<file path="src/rtl/evgen_pkg.sv">
package evgen_pkg;
  typedef enum logic [1:0] {
    TRIG_NONE  = 2'd0,
    TRIG_OVF   = 2'd1,
    TRIG_BOTH  = 2'd2,
    TRIG_RSVD  = 2'd3
  } trig_mode_e;

  localparam int EV_CNT_W = 2;
endpackage

</file>
<file path="src/rtl/evgen_qualify.sv">
module evgen_qualify
  import evgen_pkg::*;
(
  input  logic                ovf_stb,
  input  logic                match_stb,
  input  logic [1:0]          trig_mode,
  output logic                active,
  output logic [EV_CNT_W-1:0] ev_cnt
);
  logic ovf_q, mat_q;

  always_comb begin
    active = (trig_mode == TRIG_OVF) || (trig_mode == TRIG_BOTH);
    ovf_q  = active && ovf_stb;
    mat_q  = (trig_mode == TRIG_BOTH) && match_stb;
    ev_cnt = EV_CNT_W'(ovf_q) + EV_CNT_W'(mat_q);
  end
endmodule

</file>
<file path="src/rtl/evgen_level.sv">
module evgen_level
  import evgen_pkg::*;
#(
  parameter logic RESET_LEVEL = 1'b0
) (
  input  logic                clk,
  input  logic                rst,
  input  logic                active,
  input  logic                running,
  input  logic                pin_is_input,
  input  logic                toggle_sel,
  input  logic                idle_lvl,
  input  logic [EV_CNT_W-1:0] ev_cnt,
  output logic                lvl_q
);
  logic nxt;

  always_comb begin
    nxt = lvl_q;
    if (!pin_is_input) begin
      if (!active || !running)
        nxt = idle_lvl;
      else if (toggle_sel)
        nxt = lvl_q ^ ev_cnt[0];
      else
        nxt = (ev_cnt != '0) ? ~idle_lvl : idle_lvl;
    end
  end

  always_ff @(posedge clk) begin
    if (rst) lvl_q <= RESET_LEVEL;
    else     lvl_q <= nxt;
  end
endmodule

</file>
<file path="src/rtl/evgen_cfgchk.sv">
module evgen_cfgchk
  import evgen_pkg::*;
(
  input  logic       clk,
  input  logic       rst,
  input  logic       pin_is_input,
  input  logic [1:0] trig_mode,
  output logic       pin_oe,
  output logic       cfg_err
);
  always_ff @(posedge clk) begin
    if (rst) begin
      pin_oe  <= 1'b0;
      cfg_err <= 1'b0;
    end else begin
      pin_oe  <= ~pin_is_input;
      cfg_err <= pin_is_input && (trig_mode != TRIG_NONE);
    end
  end
endmodule

</file>
<file path="src/rtl/evgen_event_out.sv">
module evgen_event_out
  import evgen_pkg::*;
#(
  parameter logic RESET_LEVEL = 1'b0
) (
  input  logic       clk,
  input  logic       rst,
  input  logic       ovf_stb,
  input  logic       match_stb,
  input  logic [1:0] trig_mode,
  input  logic       toggle_sel,
  input  logic       idle_lvl,
  input  logic       running,
  input  logic       pin_is_input,
  output logic       evt_out,
  output logic       pin_oe,
  output logic       cfg_err
);
  logic                active;
  logic [EV_CNT_W-1:0] ev_cnt;

  evgen_qualify u_qual (
    .ovf_stb   (ovf_stb),
    .match_stb (match_stb),
    .trig_mode (trig_mode),
    .active    (active),
    .ev_cnt    (ev_cnt)
  );

  evgen_level #(.RESET_LEVEL(RESET_LEVEL)) u_lvl (
    .clk          (clk),
    .rst          (rst),
    .active       (active),
    .running      (running),
    .pin_is_input (pin_is_input),
    .toggle_sel   (toggle_sel),
    .idle_lvl     (idle_lvl),
    .ev_cnt       (ev_cnt),
    .lvl_q        (evt_out)
  );

  evgen_cfgchk u_cfg (
    .clk          (clk),
    .rst          (rst),
    .pin_is_input (pin_is_input),
    .trig_mode    (trig_mode),
    .pin_oe       (pin_oe),
    .cfg_err      (cfg_err)
  );
endmodule

</file>
<file path="config.mk">
export PLATFORM = sky130hd
export DESIGN_NAME = evgen_event_out
export DESIGN_NICKNAME = d
export VERILOG_FILES = /design/src/rtl/evgen_pkg.sv /design/src/rtl/evgen_qualify.sv /design/src/rtl/evgen_level.sv /design/src/rtl/evgen_cfgchk.sv /design/src/rtl/evgen_event_out.sv
export SDC_FILE = /design/constraint.sdc
export NUM_CORES = 1
export LEC_CHECK = 0
export ABC_CLOCK_PERIOD_IN_PS = 2200
export BUFFER_PORTS_ARGS = -buffer_cell sky130_fd_sc_hd__buf_2
export CAP_MARGIN = 20
export CORE_AREA = 2 2 39 41
export CTS_BUF_LIST = sky130_fd_sc_hd__clkbuf_4 sky130_fd_sc_hd__clkbuf_8 sky130_fd_sc_hd__clkbuf_16
export DETAILED_ROUTE_END_ITERATION = 8
export DIE_AREA = 0 0 41 43
export PLACE_DENSITY = 0.5
export REMOVE_ABC_BUFFERS = 1
export SLEW_MARGIN = 10
export SYNTH_ARGS = -nofsm -noshare
export SYNTH_HDL_FRONTEND = slang
export SYNTH_SLANG_ARGS = --single-unit
export TNS_END_PERCENT = 5
</file>
<file path="constraint.sdc">
create_clock -name clk -period 2.2 [get_ports clk]
set_input_delay 0 -clock clk [delete_from_list [all_inputs] [get_ports clk]]
set_output_delay 0 -clock clk [all_outputs]
set_load 0.01 [all_outputs]
</file>
==> results of run 1 <==
[through the flow]
| step | std cells | hold slack [ns] | total power [uW] |
|---|---|---|---|
| after global placement | 55 | 0.210 | 102 |
| after detailed placement | 55 | 0.215 | 102 |
| after global routing | 61 | 0.0693 | 232 |
| final | 61 | 0.0710 | 214 |
| after CTS | 61 | 0.0564 | 221 |
| after floorplan | 27 | 0.0667 | 83.1 |
[power groups by stage]
stage               sequential, uW  combinational, uW  clock, uW
finish                        60.0               43.3        111
CTS                           59.9               43.5        118
detailed placement            60.8               40.8          0
global placement              60.8               40.8          0
global route                  60.3               49.3        122
floorplan                     62.6               20.5          0
[how the worst max path moves through the flow]
stage,from,to,slack (ns),cells after the start
2_1_floorplan,trig_mode[0],u_lvl.lvl_q$_SDFFE_PP0N_,0.92,7
3_3_place_gp,trig_mode[0],u_lvl.lvl_q$_SDFFE_PP0N_,0.75,8
3_5_place_dp,trig_mode[0],u_lvl.lvl_q$_SDFFE_PP0N_,0.74,8
4_1_cts,trig_mode[0],u_lvl.lvl_q$_SDFFE_PP0N_,0.99,8
5_1_grt,trig_mode[0],u_lvl.lvl_q$_SDFFE_PP0N_,0.91,8
6_report,trig_mode[0],u_lvl.lvl_q$_SDFFE_PP0N_,0.98,8
[tightest hold or removal path, delay by kind of cell]
family / cells / cell delay, ns
AOI/OAI and AO/OA: 2 / 0.15
buffers and inverters: 1 / 0.11
[cells in the final DEF, fill, tap and decap left out]
cell type       n
buf_2          12
inv_1           4
nand2_1         4
clkbuf_4        4
ha_1            3
dfxtp_1         3
nor2_1          2
dlygate4sd3_1   2
nor3b_1         1
nand3_1         1
and3b_1         1
o211ai_1        1
nand2b_1        1
a311o_1         1
a21boi_0        1
o31ai_1         1
nand4bb_1       1
a211o_2         1
a32oi_1         1
[metal layers]
| layer | GRT usage | part of all wire | vias up |
|---|---|---|---|
| met1 | 0.0895 | 0.42 | 105 |
| met4 | 0.0800 | 0.029 | 0 |
| met2 | 0.100 | 0.41 | 20 |
| met3 | 0.0314 | 0.14 | 2 |
| met5 | 0 | 0 | - |
| li1 | - | - | 133 |
[what timing repair did]
item | 4_1_cts | 5_1_grt
endpoints found under the hold margin | 2 | 0
gates resized for setup | 0 | 0
endpoints found under the setup margin | 0 | 0
hold buffers | 2 | 0
[cell type report]
cell class	count	area, sq um	area share
clock buffers	4	30.0	0.0845
well taps	16	20.0	0.0563
repair buffers	14	80.1	0.225
flip-flops and latches	3	60.1	0.169
multi-input cells	20	150	0.423
inverters	4	15.0	0.0423
[registers in the layout (all words and copies together) (netlist names)]
name,cells
u_cfg.cfg_err,1
u_cfg.pin_oe,1
u_lvl.lvl_q,1
[cell families (layout without fill, tap and decap cells)]
family,count (synthesis),after routing
flip-flops,3,3
AND/OR/NAND/NOR,11,11
buffers and inverters,4,22
AO/OA/AOI/OAI,6,6
adder cells (fa/ha/maj),3,3
==> results.cfg, run 1 <==
[outcome]
outcome = complete, no violations

[power]
powerDensity_mw_per_mm2 = 603
switching_share = 0.249
clkPwrFrac = 0.518
ir_drop_v = 0.000124
p_int_uw = 161
p_sw_uw = 53.3
p_leak_uw = 0.000182
combPwrFrac = 0.202
p_seq_frac = 0.280

[final_layout]
layout.nets = 59
antenna_cells = 0
post-route-util = 0.257
fill_cells = 155
drive_above_1_share = 0.378
area_growth_pct = 57.8
stdcell_area_sq_um = 355

[setup_path]
regToRegStartpoint = u_lvl.lvl_q$_SDFFE_PP0N_
worstPathCellList = buf_2 > inv_1 > ha_1 > nand2_1 > ha_1 > nand4bb_1 > a211o_2 > a32oi_1
critPathMaxStageDelay_ns = 0.33
regToRegSetupSlack_ns = 1.41
arrival_ns = 1.37
critical_path_required_ns = 2.36
cp_top_family = adder cells
end_kind = flop
reg2reg_depth = 3
path_buf_inv = 2
cp_max_fo = 5
critPathKind = in -> reg
critPathSlowestCell = ha_1
cp-start-kind = input port
reg2reg_to = u_lvl.lvl_q$_SDFFE_PP0N_
cpMostUsedCell = ha_1

[timing]
fmax_mhz = 821
hold_viol_final = 0
final_max_slew_viol_count = 0
fin_tns_setup_ns = 0
tightest_slew_ns = 0.205
slew_headroom = 0.862
finalSetupViolCount = 0
setup_ws_ns = 0.982
clock-skew-final_ns = 0
rsz0062_at_grt = no
fin_crit_ns = 1.22
finalCritPeriodShare = 0.554

[detailed_routing]
vias = 260
dr.pass1.iters = 4
drt-total-wl_um = 525
drt-initial-drc-count = 9
antenna_left = 0
drc_errors = 0
wl_per_cell_um = 8.61
via_per_inst = 4.26

[placed_design]
port_buffers = 12
pre_cts_slack_ns = 0.744
placed_area_sq_um = 305
dp_hpwl_um = 409
gp_congestion = 0.712

[logic_synthesis]
synth_compound_gate_area_share = 0.228
synth_area_per_cell_sq_um = 8.34
ys_warn_count = 0
ys_ff_latch = 3
yosysTopAreaCell = dfxtp_1
ys_seq_area_frac = 0.267
synthAdderAreaFrac = 0.167
synth_top_area_frac = 0.267
async_flop_share = 0
synth_mux_area_frac = 0
synthSimpleGateAreaFrac = 0.272
synth_area_leaders = dfxtp_1 (27%), ha_1 (17%), inv_1 (6.7%)
synthesis.area_sq_um = 225
synth_xor_area_frac = 0
synth-edff-count = 0
synth_commonest_cells = inv_1 (4), nand2_1 (4), dfxtp_1 (3), ha_1 (3), nor2_1 (2)
synthFlopType = dfxtp_1
synth_top_family_by_area = simple AND/OR/NAND/NOR gates
syn-instance-count = 27
synth_cell_types = 16

[clock_tree]
clkTransAtPathRegs_ns = 0.04
cts_inserted_buffers = 3
cts_tree = done
htree_num_levels = 1
cts.sinks = 3
cts_setup_buffers = 0
clkLatencyLatePin_ns = 0.23
cts_root_buffer = clkbuf_4
clockBufferDepth = 2

[floorplan]
ios = 13
core_sq_mm = 0.00138
start_util = 0.163
fp.dieH_um = 43
row_count = 14
die_area_sq_mm = 0.00176
die_w_um = 41

[min_path]
hp-start = toggle_sel
hold_class = in -> reg
whs_endpoint = u_lvl.lvl_q$_SDFFE_PP0N_
hold_depth = 3

[global_routing]
grt_usage = 0.0782
grt_remaining_overflow = 0
grt_pass1_vias = 230
antenna_found_initial = 0
grt_max_degree = 6
grt_pass1_wl_um = 876

[flow_run]
cap_violations = 0
Note: power is estimated with default switching activity, not from simulation.
==> inputs of run 2 (changes only) <==
ABC_AREA = 1   (was unset)
ABC_CLOCK_PERIOD_IN_PS = 1080   (was 2200)
PLACE_DENSITY = 0.51   (was 0.5)
clock period = 1.08 ns   (was 2.2 ns; I/O delays follow)
==> run 2 against run 1 <==
Area after synthesis shrank 3.3%. Global-route usage shrank 1.8 points. Die area is the same. Hold slack gained 0.017 ns. Synthesized cell count grew 11%. Sequential cell count is the same. Register-to-register slack lost 1.1 ns. Via count shrank 7.3%. Critical path depth grew 2. Clock skew is the same.
==> results.cfg, run 2 <==
[timing]
setup_ws_ns = 0.166
finalSetupViolCount = 0
fmax_mhz = 1090
hold_viol_final = 0
finalHoldWorstSlack_ns = 0.0878
finalCritPeriodShare = 0.846
final_max_slew_viol_count = 0
clock-skew-final_ns = 0
fin_tns_setup_ns = 0
tightest_slew_ns = 0.156
slew_headroom = 0.896
rsz0062_at_grt = no
fin_crit_ns = 0.914

[logic_synthesis]
synth_area_leaders = dfxtp_1 (28%), ha_1 (17%), inv_1 (16%)
synth_cell_types = 10
async_flop_share = 0
synthFlopType = dfxtp_1
synth_commonest_cells = inv_1 (9), nand2_1 (7), dfxtp_1 (3), ha_1 (3), nand3_2 (3)
synthesis.area_sq_um = 218
synth_most_common_cell = inv_1
synth_top_area_frac = 0.276
syn-instance-count = 30
synth-edff-count = 0
ys_ff_latch = 3
ys_seq_area_frac = 0.276
synth_area_per_cell_sq_um = 7.26
ys_warn_count = 0
yosysTopAreaCell = dfxtp_1

[clock_tree]
clockBufferDepth = 2
clkLatencyLatePin_ns = 0.23
cts.sinks = 3
cts_inserted_buffers = 3
clkTransAtPathRegs_ns = 0.04
cts_setup_buffers = 0
postCtsResizedCells = 0
cts_tree = done
cts_root_buffer = clkbuf_4
htree_num_levels = 1

[placed_design]
dp_hpwl_um = 375
gp_congestion = 0.600
port_buffers = 12
pre_cts_slack_ns = -0.0785
placed_area_sq_um = 305

[final_layout]
fill_cells = 149
drive_above_1_share = 0.429
final_common_cell = buf_2
layout.nets = 63
post-route-util = 0.257
stdcell_area_sq_um = 355
antenna_cells = 0
mostFrequentLayoutCells = buf_2 (12), inv_1 (9), nand2_1 (7)
reg_top3 = u_cfg.cfg_err x1, u_cfg.pin_oe x1, u_lvl.lvl_q x1
area_growth_pct = 63.2

[global_routing]
grt_usage = 0.0601
use_met2 = 0.0906
grt_pass1_vias = 205
met3_usage = 0.0314
grt_remaining_overflow = 0
antenna_found_initial = 0
met1_usage = 0.0701
grt_max_degree = 5
grt_pass1_wl_um = 724
busiest_layer = met2

[power]
combPwrFrac = 0.209
p_int_uw = 328
powerDensity_mw_per_mm2 = 1230
p_seq_frac = 0.281
p_sw_uw = 108
ir_drop_v = 0.000418
switching_share = 0.247
p_leak_uw = 0.000210
clkPwrFrac = 0.510

[detailed_routing]
drt-total-wl_um = 454
vias = 241
wl_per_cell_um = 6.98
drt-initial-drc-count = 4
antenna_left = 0
drc_errors = 0
dr.pass1.iters = 3
via_per_inst = 3.71

[setup_path]
critical_path_required_ns = 1.25
critPathKind = in -> reg
arrival_ns = 1.09
end_kind = flop
cp-start-kind = input port
cp_max_fo = 2

[floorplan]
start_util = 0.157
row_count = 14
core_sq_mm = 0.00138
ios = 13
fp.dieH_um = 43
die_w_um = 41
die_area_sq_mm = 0.00176

[flow_run]
cap_violations = 0

[outcome]
outcome = complete, no violations

[min_path]
hold_class = in -> reg
run 2: layer usage:
layer  routed length (um)  share of wire
met1                  212           0.47
met4                    0              0
met3                   48           0.11
met2                  193           0.43
met5                    0              0
run 2: repair_timing:
item,CTS,global route
endpoints found under the hold margin,2,0
hold buffers,2,0
setup endpoints to repair,0,0
run 2: per-stage QoR:
step	power, uW	std cells
6_report	436	65
5_1_grt	473	65
4_1_cts	449	65
3_5_place_dp	211	59
3_3_place_gp	209	59
2_1_floorplan	174	30
run 2: logic make-up after synthesis:
family          after synthesis  synth area share
simple gates                 12             0.299
fa+ha+maj                     3             0.172
compound gates                3            0.0977
flops                         3             0.276
buf+inv                       9             0.155
run 2: power by group through the flow:
stage / Combinational (uW) / Sequential, uW / Clock (uW)
6_report: 91.2 / 122 / 222
5_1_grt: 106 / 123 / 243
4_1_cts: 92.6 / 122 / 234
3_5_place_dp: 86.7 / 124 / 0
3_3_place_gp: 85.6 / 124 / 0
2_1_floorplan: 47.2 / 127 / 0
run 2: path summary, 6_finish.rpt:
check / start / end / slack, ns / depth (start not counted)
setup / recovery: trig_mode[0] / u_lvl.lvl_q$_SDFFE_PP0N_ / 0.17 / 10
hold / removal: idle_lvl / u_lvl.lvl_q$_SDFFE_PP0N_ / 0.09 / 3
setup reg to reg: u_lvl.lvl_q$_SDFFE_PP0N_ / u_lvl.lvl_q$_SDFFE_PP0N_ / 0.31 / 5
hold reg to reg: u_lvl.lvl_q$_SDFFE_PP0N_ / u_lvl.lvl_q$_SDFFE_PP0N_ / 0.59 / 2
run 2: cell type report:
class,count,area [sq um],area share
Multi-Input combinational cell,18,124,0.349
Clock buffer,4,30.0,0.0845
Tap cell,16,20.0,0.0563
Sequential cell,3,60.1,0.169
Timing Repair Buffer,15,87.6,0.246
Inverter,9,33.8,0.0951
run 2: worst max-delay path, stage by stage:
cell,delay [ns]
buf_2,0.07
inv_1,0.04
ha_1,0.29
nand2_1,0.06
ha_1,0.28
inv_1,0.06
nand2_1,0.05
nand3_2,0.08
nand3_2,0.06
a21oi_2,0.10
==> inputs of run 3 (changes only) <==
ABC_AREA = 0   (was 1)
ABC_CLOCK_PERIOD_IN_PS = 800   (was 1080)
clock period = 0.8 ns   (was 1.08 ns; I/O delays follow)
==> run 3 against run 2 <==
The run now ends with negative setup slack left. Sequential cell count stayed put. Cell area rose by 38%. Combinational power increased by 130%. Highest routed layer is now met4. Via count increased by 17%. Critical path depth down 2. Utilization increased by 9.7 points. Routed wire length grew 54%. Largest power group unchanged. Total power is 56% higher.
==> results.cfg, run 3 (synthesis results as in run 1) <==
[min_path]
hold_class = in -> reg
hp-start = rst

[detailed_routing]
vias = 281
drt-initial-drc-count = 4
via_per_inst = 4.19
drt-total-wl_um = 697
dr.pass1.iters = 3
wl_per_cell_um = 10.4
antenna_left = 0
drc_errors = 0

[timing]
finalHoldWorstSlack_ns = 0.0567
fin_crit_ns = 1.01
rsz0062_at_grt = yes
fin_tns_setup_ns = -0.210
hold_viol_final = 0
setup_ws_ns = -0.210
slew_headroom = 0.875
fmax_mhz = 990
final_max_slew_viol_count = 0
clock-skew-final_ns = 0
tightest_slew_ns = 0.186
finalCritPeriodShare = 1.26
finalSetupViolCount = 1

[power]
powerDensity_mw_per_mm2 = 1390
combPwrFrac = 0.310
clkPwrFrac = 0.447
p_sw_uw = 175
p_seq_frac = 0.243
p_leak_uw = 0.000230
ir_drop_v = 0.000477
switching_share = 0.259
p_int_uw = 503

[placed_design]
port_buffers = 12
gp_congestion = 0.722
placed_area_sq_um = 335

[final_layout]
layout.nets = 65
reg_top3 = u_cfg.cfg_err x1, u_cfg.pin_oe x1, u_lvl.lvl_q x1
stdcell_area_sq_um = 489
fill_cells = 147
area_growth_pct = 117
final_common_cell = buf_2
drive_above_1_share = 0.627
mostFrequentLayoutCells = buf_2 (10), clkbuf_4 (4), buf_4 (4)
antenna_cells = 0

[setup_path]
regToRegSetupSlack_ns = 0.05
arrival_ns = 1.17
critical_path_required_ns = 0.96
cp_max_fo = 2
cp-start-kind = input port
regToRegStartpoint = u_lvl.lvl_q$_SDFFE_PP0N_
end_kind = flop
critPathKind = in -> reg
crit_start = trig_mode[0]

[clock_tree]
cts_inserted_buffers = 3
cts.sinks = 3
cts_tree = done
htree_num_levels = 1
clockBufferDepth = 2
clkTransAtPathRegs_ns = 0.04
cts_root_buffer = clkbuf_4
clkLatencyLatePin_ns = 0.23

[flow_run]
cap_violations = 0

[floorplan]
die_w_um = 41
fp.dieH_um = 43
start_util = 0.163
row_count = 14
die_area_sq_mm = 0.00176
ios = 13
core_sq_mm = 0.00138

[global_routing]
grt_pass1_vias = 329
grt_pass1_wl_mm = 1.24
grt_max_degree = 6
antenna_found_initial = 0
grt_usage = 0.108
grt_remaining_overflow = 0

[outcome]
outcome = finished, violations left
violations = negative setup slack
## run 3: layout make-up
class	count	area (sq um)	area share
clock buffer	4	30.0	0.0614
inverter	4	20.0	0.0409
multi-input combinational	20	210	0.430
tap	16	20.0	0.0409
sequential	3	60.1	0.123
timing repair buffer	20	149	0.304
## run 3: repair_timing
item	4_1_cts	5_1_grt
gates cloned	0	0
hold buffers	2	0
setup endpoints to repair	1	2
endpoints found under the hold margin	2	0
buffers inserted	2	0
gates resized for setup	11	9
pin swaps	7	7
## run 3: final timing paths
path | endpoint | cells past startpoint
worst min register to register | u_lvl.lvl_q$_SDFFE_PP0N_ | 2
worst min-delay path | u_lvl.lvl_q$_SDFFE_PP0N_ | 3
worst max-delay path | u_lvl.lvl_q$_SDFFE_PP0N_ | 8
worst max register to register | u_lvl.lvl_q$_SDFFE_PP0N_ | 2
## run 3: critical path, cell delays in order
cell,delay (ns)
buf_6,0.08
inv_4,0.04
ha_4,0.26
nand2_4,0.05
ha_4,0.15
nand4bb_1,0.16
a211o_2,0.30
a32oi_1,0.13
## run 3: power by group through the flow
stage | Clock [uW] | Combinational (uW) | Sequential [uW]
after floorplan | 0 | 56.4 | 172
after global placement | 0 | 131 | 167
after detailed placement | 0 | 131 | 167
after CTS | 313 | 187 | 165
after global routing | 323 | 236 | 167
final | 303 | 210 | 164
## run 3: per-layer routing
| layer | global-route usage | vias to the layer above | routed length, um |
|---|---|---|---|
| li1 | - | 144 | - |
| met3 | 0 | 2 | 23 |
| met5 | 0 | - | 0 |
| met4 | 0.120 | 0 | 13 |
| met2 | 0.191 | 6 | 417 |
| met1 | 0.0927 | 129 | 242 |
## run 3: per-stage QoR
step / std cells / worst slack [ns] / util / power, uW
after floorplan: 27 / -0.476 / - / 229
after global placement: 59 / -0.596 / 0.242 / 298
after detailed placement: 59 / -0.602 / 0.242 / 298
after CTS: 67 / -0.256 / 0.325 / 665
after global routing: 67 / -0.249 / 0.354 / 725
final: 67 / -0.210 / 0.354 / 678
